**src/rtl/dram_bank_pkg.sv**
```systemverilog
package dram_bank_pkg;

    localparam int BANK_ROWS     = 1024;
    localparam int BANK_BITCOLS  = 2048;
    localparam int WORD_W        = 256;
    localparam int WORDS_PER_ROW = BANK_BITCOLS / WORD_W;
    localparam int ROW_W         = $clog2(BANK_ROWS);
    localparam int COL_W         = $clog2(WORDS_PER_ROW);
    localparam int LANE_W        = 32;
    localparam int LANES         = WORD_W / LANE_W;
    localparam int TIME_W        = 4;

    typedef enum logic [2:0] {
        PH_IDLE,
        PH_PRE,
        PH_SENSE,
        PH_RESTORE,
        PH_HELD
    } row_phase_e;

    typedef struct packed {
        logic [ROW_W-1:0] row;
        logic [COL_W-1:0] col;
    } bank_addr_t;

    // A programmed count of zero still occupies one cycle.
    function automatic logic [TIME_W-1:0] eff_cycles(input logic [TIME_W-1:0] n);
        return (n == '0) ? TIME_W'(1) : n;
    endfunction

endpackage

```
**src/rtl/dram_bank_array.sv**
```systemverilog
module dram_bank_array
    import dram_bank_pkg::*;
(
    input  bank_addr_t          addr,
    output logic [WORD_W-1:0]   word
);

    // Read-only behavioural contents: every lane tags its own address.
    for (genvar k = 0; k < LANES; k++) begin : g_lane
        assign word[k*LANE_W +: LANE_W] = {16'(addr.row), 8'(addr.col), 8'(k)};
    end

endmodule

```
**src/rtl/dram_bank_row_eng.sv**
```systemverilog
module dram_bank_row_eng
    import dram_bank_pkg::*;
(
    input  logic               clk,
    input  logic               rst,
    input  logic               start,
    input  logic [ROW_W-1:0]   start_row,
    input  logic               col_free,
    input  logic [TIME_W-1:0]  t_pre,
    input  logic [TIME_W-1:0]  t_sense,
    input  logic [TIME_W-1:0]  t_restore,
    output row_phase_e         phase,
    output logic [ROW_W-1:0]   tgt_row,
    output logic               swap
);

    logic [TIME_W-1:0] cnt;
    logic              cnt_last;

    assign cnt_last = (cnt == TIME_W'(1));

    // The freshly restored row replaces the open row once columns are idle.
    assign swap = ((phase == PH_RESTORE) && cnt_last && col_free) ||
                  ((phase == PH_HELD) && col_free);

    always_ff @(posedge clk) begin
        if (rst) begin
            phase   <= PH_IDLE;
            cnt     <= '0;
            tgt_row <= '0;
        end else begin
            unique case (phase)
                PH_IDLE: begin
                    if (start) begin
                        phase   <= PH_PRE;
                        cnt     <= eff_cycles(t_pre);
                        tgt_row <= start_row;
                    end
                end
                PH_PRE: begin
                    if (cnt_last) begin
                        phase <= PH_SENSE;
                        cnt   <= eff_cycles(t_sense);
                    end else begin
                        cnt <= cnt - 1'b1;
                    end
                end
                PH_SENSE: begin
                    if (cnt_last) begin
                        phase <= PH_RESTORE;
                        cnt   <= eff_cycles(t_restore);
                    end else begin
                        cnt <= cnt - 1'b1;
                    end
                end
                PH_RESTORE: begin
                    if (cnt_last) begin
                        phase <= col_free ? PH_IDLE : PH_HELD;
                    end else begin
                        cnt <= cnt - 1'b1;
                    end
                end
                PH_HELD: begin
                    if (col_free) begin
                        phase <= PH_IDLE;
                    end
                end
                default: phase <= PH_IDLE;
            endcase
        end
    end

endmodule

```
**src/rtl/dram_bank_col_eng.sv**
```systemverilog
module dram_bank_col_eng
    import dram_bank_pkg::*;
(
    input  logic               clk,
    input  logic               rst,
    input  logic               launch,
    input  bank_addr_t         launch_addr,
    input  logic [TIME_W-1:0]  t_col,
    input  logic [WORD_W-1:0]  rd_word,
    output logic               busy,
    output logic               free,
    output bank_addr_t         cur_addr,
    output logic               resp_valid,
    output logic [WORD_W-1:0]  resp_data
);

    logic [TIME_W-1:0] cnt;
    logic              last;

    assign last = busy && (cnt == TIME_W'(1));
    assign free = !busy || last;

    always_ff @(posedge clk) begin
        if (rst) begin
            busy       <= 1'b0;
            cnt        <= '0;
            cur_addr   <= '0;
            resp_valid <= 1'b0;
            resp_data  <= '0;
        end else begin
            resp_valid <= last;
            if (last) begin
                resp_data <= rd_word;
            end
            if (launch) begin
                busy     <= 1'b1;
                cnt      <= eff_cycles(t_col);
                cur_addr <= launch_addr;
            end else if (last) begin
                busy <= 1'b0;
            end else if (busy) begin
                cnt <= cnt - 1'b1;
            end
        end
    end

endmodule

```
**src/rtl/dram_bank_seq.sv**
```systemverilog
module dram_bank_seq
    import dram_bank_pkg::*;
(
    input  logic               clk,
    input  logic               rst,
    input  logic [TIME_W-1:0]  cfg_t_pre,
    input  logic [TIME_W-1:0]  cfg_t_sense,
    input  logic [TIME_W-1:0]  cfg_t_restore,
    input  logic [TIME_W-1:0]  cfg_t_col,
    input  logic               cfg_rowbuf,
    input  logic               req_valid,
    output logic               req_ready,
    input  logic [ROW_W-1:0]   req_row,
    input  logic [COL_W-1:0]   req_col,
    output logic               resp_valid,
    output logic [WORD_W-1:0]  resp_data
);

    logic               pend_vld;
    bank_addr_t         pend_addr;
    logic               open_vld;
    logic [ROW_W-1:0]   open_row;
    logic               pend_hit;
    logic               col_launch;
    logic               row_start;
    logic               col_busy;
    logic               col_free;
    bank_addr_t         col_addr;
    logic [WORD_W-1:0]  arr_word;
    row_phase_e         row_phase;
    logic [ROW_W-1:0]   row_tgt;
    logic               row_swap;

    assign req_ready  = !pend_vld;
    assign pend_hit   = pend_vld && open_vld && (pend_addr.row == open_row);
    assign col_launch = pend_hit && col_free;
    // Without the buffer the sense amps must finish serving columns first.
    assign row_start  = pend_vld && !pend_hit && (row_phase == PH_IDLE) &&
                        (cfg_rowbuf || col_free);

    always_ff @(posedge clk) begin
        if (rst) begin
            pend_vld  <= 1'b0;
            pend_addr <= '0;
            open_vld  <= 1'b0;
            open_row  <= '0;
        end else begin
            if (req_valid && req_ready) begin
                pend_vld  <= 1'b1;
                pend_addr <= '{row: req_row, col: req_col};
            end else if (col_launch) begin
                pend_vld <= 1'b0;
            end
            if (row_swap) begin
                open_vld <= 1'b1;
                open_row <= row_tgt;
            end else if (row_start && !cfg_rowbuf) begin
                open_vld <= 1'b0;
            end
        end
    end

    dram_bank_row_eng u_row (
        .clk       (clk),
        .rst       (rst),
        .start     (row_start),
        .start_row (pend_addr.row),
        .col_free  (col_free),
        .t_pre     (cfg_t_pre),
        .t_sense   (cfg_t_sense),
        .t_restore (cfg_t_restore),
        .phase     (row_phase),
        .tgt_row   (row_tgt),
        .swap      (row_swap)
    );

    dram_bank_col_eng u_col (
        .clk         (clk),
        .rst         (rst),
        .launch      (col_launch),
        .launch_addr (pend_addr),
        .t_col       (cfg_t_col),
        .rd_word     (arr_word),
        .busy        (col_busy),
        .free        (col_free),
        .cur_addr    (col_addr),
        .resp_valid  (resp_valid),
        .resp_data   (resp_data)
    );

    dram_bank_array u_arr (
        .addr (col_addr),
        .word (arr_word)
    );

endmodule

```
**config.mk**
```make
export PLATFORM = sky130hd
export DESIGN_NAME = dram_bank_seq
export DESIGN_NICKNAME = d
export VERILOG_FILES = /design/src/rtl/dram_bank_pkg.sv /design/src/rtl/dram_bank_array.sv /design/src/rtl/dram_bank_row_eng.sv /design/src/rtl/dram_bank_col_eng.sv /design/src/rtl/dram_bank_seq.sv
export SDC_FILE = /design/constraint.sdc
export NUM_CORES = 1
export LEC_CHECK = 0
export BUFFER_PORTS_ARGS = -buffer_cell sky130_fd_sc_hd__clkbuf_2
export CELL_PAD_IN_SITES_DETAIL_PLACEMENT = 1
export CELL_PAD_IN_SITES_GLOBAL_PLACEMENT = 1
export CORE_ASPECT_RATIO = 1.1
export CORE_UTILIZATION = 28
export CTS_CLUSTER_SIZE = 28
export DETAILED_ROUTE_END_ITERATION = 6
export GPL_TIMING_DRIVEN = 0
export PLACE_DENSITY_LB_ADDON = 0.1
export SLEW_MARGIN = 15
export SYNTH_ARGS = -nofsm -noshare
export SYNTH_HDL_FRONTEND = slang
export SYNTH_SLANG_ARGS = --single-unit
```
**constraint.sdc**
```tcl
create_clock -name clk -period 1.9 [get_ports clk]
set_input_delay 0.285 -clock clk [delete_from_list [all_inputs] [get_ports clk]]
set_output_delay 0.285 -clock clk [all_outputs]
set_load 0.005 [all_outputs]
```
==> results of run 1 <==
-- per-layer routing --
layer  track usage [%]  wire [um]
met5                 0          0
met1              15.7       5630
met4              3.43        110
met3              2.56        795
met2              25.2       6850
-- per-stage QoR --
stage | utilization, % | hold slack, ns | std cells | TNS, ns | setup WS, ns
floorplan | - | 0.421 | 757 | 0 | 0.0886
global placement | 37.3 | 0.442 | 1144 | -5.77 | -0.322
detailed placement | 37.3 | 0.445 | 1144 | -5.31 | -0.303
CTS | 39.9 | 0.153 | 1170 | -0.554 | -0.0729
global route | 41.6 | 0.175 | 1179 | -3.32 | -0.143
finish | 41.6 | 0.162 | 1179 | -0.149 | -0.0416
-- repair_timing --
action	in CTS	in global routing
setup buffers	9	7
gates cloned	1	3
pin swaps	8	37
hold endpoints to repair	0	0
endpoints found under the setup margin	50	48
gates resized for setup	29	64
hold buffers	0	0
-- worst paths after layout --
check / end / slack [ns] / cells past startpoint
hold reg to reg: u_col.resp_data[242] / 0.45 / 2
setup / recovery: u_row.cnt[2] / -0.04 / 10
setup reg to reg: u_row.cnt[2] / -0.04 / 10
hold / removal: pend_addr[7] / 0.16 / 3
-- synthesized netlist by cell type (4+ instances only) --
master | n | area (sq um)
dfxtp_1 | 75 | 1500
inv_1 | 10 | 37.5
xor2_1 | 10 | 87.6
ha_1 | 4 | 50.1
nor3_1 | 9 | 45.0
nor2_1 | 43 | 161
o21ai_0 | 6 | 30.0
mux2i_1 | 25 | 250
nand2_1 | 82 | 308
buf_4 | 244 | 1830
a21oi_1 | 50 | 250
clkbuf_1 | 12 | 45.0
-- cell type report --
class,count,area (sq um)
flip-flops and latches,75,1520
fillers,2258,10300
multi-input cells,411,2330
clock buffers,9,225
clock inverters,7,58.8
inverters,10,37.5
repair buffers,169,948
well taps,238,298
plain buffers,260,1940
-- kinds of logic after synthesis --
family	count (synthesis)	share of synthesized area (%)
xor gates and xnor gates	12	2.09
AOI/OAI and AO/OA	76	9.45
muxes	25	4.97
adders and majority gates	5	1.22
other	1	0.0745
and+or+nand+nor	153	13.6
buffers and inverters	271	38.8
DFF	75	29.8
-- state kept, by name (all words and copies together) (netlist names) --
register / count
open_vld: 1
u_col.cnt: 4
u_col.busy: 1
open_row: 10
u_col.resp_data: 14
pend_vld: 1
u_col.cur_addr: 13
pend_addr: 13
u_col.resp_valid: 1
u_row.tgt_row: 10
u_row.phase: 3
u_row.cnt: 4
-- worst register-to-register path, cell delays in order, from the launching register on --
cell	delay [ns]
dfxtp_2	0.33
inv_2	0.06
ha_2	0.16
nor3b_4	0.23
buf_6	0.15
o31ai_4	0.06
a21oi_2	0.19
o311ai_4	0.12
buf_12	0.16
a311o_2	0.31
a21oi_2	0.11
-- report_power, final --
| part | total (W) | switching [W] | internal (W) | leakage (nW) |
|---|---|---|---|---|
| registers | 0.00168 | 0.0000613 | 0.00162 | 0.613 |
| logic | 0.000790 | 0.000373 | 0.000416 | 3.26 |
| clock network | 0.00164 | 0.000736 | 0.000906 | 0.133 |
==> metrics, run 1 <==
sequential element share of the synthesized area=29.8%; Clock Latency Late Sink=between 0.3 and 0.4 ns; die area=18500 sq um; Avg Cell Area, Syn=8.14 sq um; crit path DAT=2.20 ns; RSZ-0062 raised after global routing=true; largest fanout on the critical path=8; Static Leakage=4.01 nW; Top cell by count, worst path=a21oi_2; Core Area=around 18000 sq um; synth unique cells=46; crit end category=flip-flop; cts bufs inserted=9; crit path kind=reg2reg; n_diodes=0; failing checks=negative setup slack; min cycle time layout=between 1.5 and 2 ns; CTS H-Tree Depth=3; Fin. Hold Viols=0; Starting Density=28.5%; Peak Freq=slightly above 500 MHz; initial antenna violation count=0; Slew Viols, Final=0; number of synthesized flops with an enable pin=0; worst clock skew=0.00943 ns; First-pass DRT Iterations=6; Mapped Cells=approximately 620; Iter 0 DRT Violations=77; Via density=3.72; vias in the first global route=3869; Least-Margin Pin Slew=0.847 ns; clk root buf=clkbuf_16; GR Util All Layers=about 14%; worst hold start=req_row[4]; drt drc=0; # port buffers=149; WL/cell=11.3 um; commonest non-fill, non-tap cell in the layout=buf_4; cell family with most CP delay=compound AO/OA/AOI/OAI gates; CP Cell Sequence=inv_2 -> ha_2 -> nor3b_4 -> buf_6 -> o31ai_4 -> a21oi_2 -> o311ai_4 -> buf_12 -> a311o_2 -> a21oi_2; Main synth FF type=dfxtp_1; via count=4384; # nets final=973; Worst Hold Class=in2reg; share of layout cells above drive strength 1=53.1%; largest net degree at the start of global routing=16; Yosys warning total=0; most frequent cells in the layout=254 x buf_4, 149 x clkbuf_2, 140 x conb_1; Crit path required time=2.16 ns; post-route cell area=7360 sq um; worst setup path start=u_col.cnt[1]; io pins=291; placed wire-length estimate=10200 um; CP max-delay cell=dfxtp_2; P&R area growth vs syn=46.2%; Die Y-Extent=roughly 140 um; placed cell area=6600 sq um; Max-cap violations=0; power density over the cells=between 500 and 600 nW/um^2; relative slew slack=between 40% and 50%; slowest stage delay, CP=0.33 ns; setup ws final=-0.0416 ns; Routed Antenna Nets=0; clk slew on worst S/H paths=0.07 ns; startpoint type of the worst setup path=flip-flop; chip width=130 um; CTS tree=yes; RR Startpoint=u_col.cnt[1]; row count=51; Power Total=between 0.004 and 0.005 W; #FFs+latches synth=75; ys async rst share=0%; grt total ovfl=0; global-route wire length before repair=between 15000 and 20000 um; worst vdd ir=about 0.00046 V; outcome=finished with violations; final WL=13400 um; worst-case clock buffer depth=2; Final Wtd Congestion=0.698; CTS sink cnt=75; synthesized area=5030 sq um; Setup Viol. Count Final=8; Final Cycle Share=102%; crit path buf inv count=3
(Power assumes the default switching activity.)
==> run 2: changes to the inputs <==
--- a/config.mk
+++ b/config.mk
@@ -14,6 +14,7 @@
 export DETAILED_ROUTE_END_ITERATION = 6
 export GPL_TIMING_DRIVEN = 0
 export PLACE_DENSITY_LB_ADDON = 0.1
+export SETUP_SLACK_MARGIN = 0.2
 export SLEW_MARGIN = 15
 export SYNTH_ARGS = -nofsm -noshare
 export SYNTH_HDL_FRONTEND = slang
==> metrics, run 2 (same netlist as run 1, synthesis figures left out) <==
Non-Filler Instances=1192; metal3 WL=approximately 900 um; commonest non-fill, non-tap cell in the layout=buf_4; worst hold start=req_row[6]; CTS sink cnt=75; Multi-input gate area=2480 sq um; Final Cycle Share=103%; Slew Viols, Final=0; sink of the worst hold path=pend_addr[9]; Static Leakage=4.20 nW; setup ws final=-0.0580 ns; grt total ovfl=0; RSZ-0062 raised after global routing=true; Core Area=17700 sq um; drt drc=0; P&R area growth vs syn=53.7%; chip width=approximately 130 um; Via density=3.76; CP Cell Sequence=ha_4 -> nor3b_4 -> o31ai_4 -> a21oi_4 -> o311ai_4 -> buf_12 -> a311o_2 -> a21oi_2; cts bufs inserted=9; Setup Viol. Count Final=7; outcome=finished with violations; Die Y-Extent=between 100 and 150 um; dpl cells=1144; global-route wire length before repair=20300 um; Iter 0 DRT Violations=103; clk slew on worst S/H paths=0.06 ns; worst-case clock buffer depth=2; cell family with most CP delay=compound AO/OA/AOI/OAI gates; Crit path required time=roughly 2.2 ns; die area=18500 sq um; row count=51; R2R Setup Slk=-0.06 ns; initial antenna violation count=0; Fin. Hold Viols=0; crit end category=flip-flop; startpoint type of the worst setup path=flip-flop; Clock Latency Late Sink=0.34 ns; Routed Antenna Nets=0; via count=4479; Peak Freq=511 MHz; max reg flops=14; register area=1520 sq um; hold-critical path depth=3; vias in the first global route=3889; # port buffers=149; failing checks=negative setup slack; crit path buf inv count=1; n_diodes=0; crit path DAT=2.22 ns; crit path kind=reg2reg; relative slew slack=~52%; Least-Margin Pin Slew=0.723 ns; largest fanout on the critical path=7; worst vdd ir=~0.00033 V; Biggest register=u_col.resp_data; Max-cap violations=0; worst flop-to-flop path endpoint=u_row.cnt[2]; share of layout cells above drive strength 1=56.5%; RR Startpoint=u_col.cnt[0]; slowest stage delay, CP=0.38 ns; clk root buf=clkbuf_16; worst clock skew=roughly 0.0073 ns; io pins=291; GR Util All Layers=14.3%; placed wire-length estimate=between 10000 and 15000 um; CP max-delay cell=dfxtp_2; min cycle time layout=1.96 ns; Fillers=approximately 2200; power density over the cells=between 500 and 600 nW/um^2; CTS tree=yes; most frequent cells in the layout=253 x buf_4, 149 x clkbuf_2, 140 x conb_1; hold buffer count at CTS=0; WL/cell=around 12 um; Post-Route Utilization=43.8%; Final Wtd Congestion=0.712; top flop regs=u_col.resp_data x14, pend_addr x13, u_col.cur_addr x13; largest net degree at the start of global routing=15; CTS H-Tree Depth=3; Worst Hold Class=in2reg; Reg2Reg Depth=8; Metal-1 WL=between 5000 and 6000 um; Starting Density=28.5%; First-pass DRT Iterations=4; uppermost layer routed=met4; final WL=14100 um; # nets final=986; WL met2=7310 um
## run 2: cell count changes in the layout (fill, tap and decap cells not counted), sizes merged
cell / delta
bufinv: +1
buf: +12
clkbuf: +2
clkinvlp: -1
inv: -3
clkinv: +2
## run 2: final cells by class
type | instances | area share, %
sequential | 75 | 19.7
clock buffer | 10 | 3.09
inverter | 10 | 0.485
clock inverter | 6 | 0.938
tap | 238 | 3.85
timing repair buffer | 181 | 14.5
buffer | 261 | 25.4
multi-input combinational | 411 | 32.1
## run 2: per-stage QoR
| step | TNS, ns | instance area [sq um] | setup WS (ns) | power (W) | hold WS, ns |
|---|---|---|---|---|---|
| global route | -1.75 | 7730 | -0.134 | 0.00453 | 0.169 |
| detailed placement | -4.70 | 6610 | -0.199 | 0.00238 | 0.447 |
| global placement | -4.28 | 6610 | -0.162 | 0.00238 | 0.444 |
| CTS | -0.825 | 7340 | -0.0670 | 0.00427 | 0.151 |
| floorplan | 0 | 5570 | 0.180 | 0.00224 | 0.421 |
| finish | -0.154 | 7730 | -0.0580 | 0.00433 | 0.161 |
## run 2: timing repair
item,CTS,global route
buffers inserted,19,7
resized for setup,68,77
setup endpoints to repair,54,56
gates cloned,3,3
pin swaps,27,37
## run 2: layer usage
metal,track usage (%),vias to the layer above
met4,5.39,0
met1,16.9,2033
met3,2.56,13
met2,25.4,152
met5,0,-
li1,-,2281
## run 2: how the worst max path moves through the flow
stage                        to    startpoint  slack (ns)  depth (start not counted)
6_report           u_row.cnt[2]  u_col.cnt[0]       -0.06                          8
5_1_grt            u_row.cnt[2]  u_col.cnt[1]       -0.13                          9
4_1_cts        u_row.tgt_row[2]  pend_addr[6]       -0.07                          7
3_5_place_dp        open_row[6]  u_row.cnt[0]       -0.20                          7
3_3_place_gp        open_row[6]  u_row.cnt[0]       -0.16                          7
2_1_floorplan      u_row.cnt[2]  u_row.cnt[1]        0.18                          8
## run 2: where the power goes
| group | switching [W] | leakage [nW] | internal, W |
|---|---|---|---|
| registers | 0.0000604 | 0.613 | 0.00162 |
| logic | 0.000405 | 3.44 | 0.000466 |
| clock network | 0.000719 | 0.149 | 0.00106 |
## run 2: worst reg2reg max path, stage by stage, from the launching register on
cell,delay (ns)
dfxtp_2,0.38
ha_4,0.14
nor3b_4,0.29
o31ai_4,0.13
a21oi_4,0.19
o311ai_4,0.12
buf_12,0.16
a311o_2,0.36
a21oi_2,0.11
==> run 3: changes to the inputs <==
--- a/config.mk
+++ b/config.mk
@@ -9,7 +9,7 @@
 export CELL_PAD_IN_SITES_DETAIL_PLACEMENT = 1
 export CELL_PAD_IN_SITES_GLOBAL_PLACEMENT = 1
 export CORE_ASPECT_RATIO = 1.1
-export CORE_UTILIZATION = 28
+export CORE_UTILIZATION = 25
 export CTS_CLUSTER_SIZE = 28
 export DETAILED_ROUTE_END_ITERATION = 6
 export GPL_TIMING_DRIVEN = 0
==> metrics, run 3 (same netlist as run 1, synthesis figures left out) <==
worst clock skew=0.00863 ns; Comb pwr share=between 20% and 30%; Via density=3.72; Die Y-Extent=151 um; First-pass DRT Iterations=6; Core Area=19800 sq um; Clock Latency Late Sink=about 0.34 ns; CTS H-Tree Depth=3; Biggest register=u_col.resp_data; Metal-1 WL=5620 um; clk slew on worst S/H paths=roughly 0.06 ns; GR Util All Layers=between 10% and 20%; cts bufs inserted=9; Peak Freq=524 MHz; uppermost layer routed=met4; global-route wire length before repair=approximately 21000 um; metal3 WL=1090 um; power density over the cells=538 nW/um^2; initial antenna violation count=0; Final Wtd Congestion=0.705; worst vdd ir=0.000371 V; Routed Antenna Nets=0; P&R area growth vs syn=50.7%; io pins=~290; via count=4489; worst-case clock buffer depth=2; Slew Viols, Final=0; slowest stage delay, CP=0.34 ns; min cycle time layout=approximately 1.9 ns; cell family with most CP delay=compound AO/OA/AOI/OAI gates; RSZ-0062 raised after global routing=true; final WL=13900 um; sequential share of power=41.1%; Worst Hold Class=in2reg; outcome=finished with violations; commonest non-fill, non-tap cell in the layout=buf_4; Final Cycle Share=101%; crit path DAT=2.18 ns; clk root buf=clkbuf_16; Sw Share=about 28%; # port buffers=149; share of layout cells above drive strength 1=55.5%; Least-Margin Pin Slew=0.749 ns; Static Leakage=4.13 nW; WL/cell=11.5 um; max reg flops=14; Iter 0 DRT Violations=between 90 and 100; CP Cell Sequence=inv_2 -> ha_4 -> nor3b_4 -> buf_6 -> and3_4 -> a21oi_4 -> o311ai_4 -> buf_12 -> a311o_2 -> a21oi_2; WL met2=7020 um; Pint=0.00295 W; vias in the first global route=4039; relative slew slack=50.1%; Max-cap violations=0; die area=about 21000 sq um; CTS tree=yes; drt drc=0; CTS sink cnt=75; setup ws final=-0.00974 ns; grt total ovfl=0; power share of the clock group=38.5%; row count=54; P_sw=roughly 0.0011 W; Power Total=0.00408 W; Starting Density=25.4%; placed wire-length estimate=10500 um; n_diodes=0; crit path kind=reg2reg; largest fanout on the critical path=7; Crit path required time=2.17 ns; startpoint type of the worst setup path=flip-flop; crit end category=flip-flop; top flop regs=u_col.resp_data x14, pend_addr x13, u_col.cur_addr x13; most frequent cells in the layout=261 x buf_4, 151 x clkbuf_2, 140 x conb_1; Post-Route Utilization=between 30% and 40%; CP max-delay cell=dfxtp_2; # nets final=just under 1000; chip width=137 um; Setup Viol. Count Final=1; largest net degree at the start of global routing=14; Fin. Hold Viols=0; crit path buf inv count=3; Hold Slack=roughly 0.15 ns; failing checks=negative setup slack
[run 3: per-stage QoR]
step | cell area [sq um] | instances | setup WS (ns) | setup TNS, ns
2_1_floorplan | 5570 | 757 | 0.180 | 0
3_5_place_dp | 6630 | 1158 | -0.207 | -5.02
4_1_cts | 7430 | 1203 | -0.0353 | -0.0656
6_report | 7580 | 1207 | -0.00974 | -0.00974
3_3_place_gp | 6630 | 1158 | -0.217 | -5.04
5_1_grt | 7580 | 1207 | -0.105 | -1.87
[run 3: worst paths after layout]
kind                                    from       endpoint  slack (ns)  cells after the start
worst max-delay path            u_row.cnt[1]   u_row.cnt[2]       -0.01                     10
worst min-delay path              req_row[9]  pend_addr[12]        0.15                      3
worst max register to register  u_row.cnt[1]   u_row.cnt[2]       -0.01                     10
worst min register to register  pend_addr[0]   pend_addr[0]        0.46                      2
[run 3: cell type report]
class | count | area (sq um)
multi-input cells | 411 | 2410
fillers | 2488 | 12200
repair buffers | 182 | 1080
clock buffers | 11 | 233
well taps | 252 | 315
inverters | 10 | 37.5
flip-flops and latches | 75 | 1530
plain buffers | 261 | 1950
clock inverters | 5 | 38.8
[run 3: power groups by stage]
stage | sequential (W) | clock [W] | combinational (W)
6_report | 0.00168 | 0.00157 | 0.000831
2_1_floorplan | 0.00169 | 0 | 0.000555
5_1_grt | 0.00168 | 0.00170 | 0.000929
3_5_place_dp | 0.00170 | 0 | 0.000678
3_3_place_gp | 0.00170 | 0 | 0.000676
4_1_cts | 0.00168 | 0.00162 | 0.000785
[run 3: layer usage]
metal | GRT usage, % | vias to the layer above
met5 | 0 | -
met4 | 3.02 | 0
met3 | 3.65 | 11
met2 | 23.6 | 165
met1 | 15.3 | 2030
li1 | - | 2283
[run 3: worst min-delay path: stages]
cell	delay, ns
clkbuf_2	0.08
nand2_1	0.04
a21oi_1	0.05
[run 3: what timing repair did]
action                     in CTS  in global routing
resized for setup              92                 36
hold buffers                    0                  0
buffers inserted               25                  4
pin swaps                      40                 17
gates cloned                    4                  0
setup endpoints to repair      54                 65
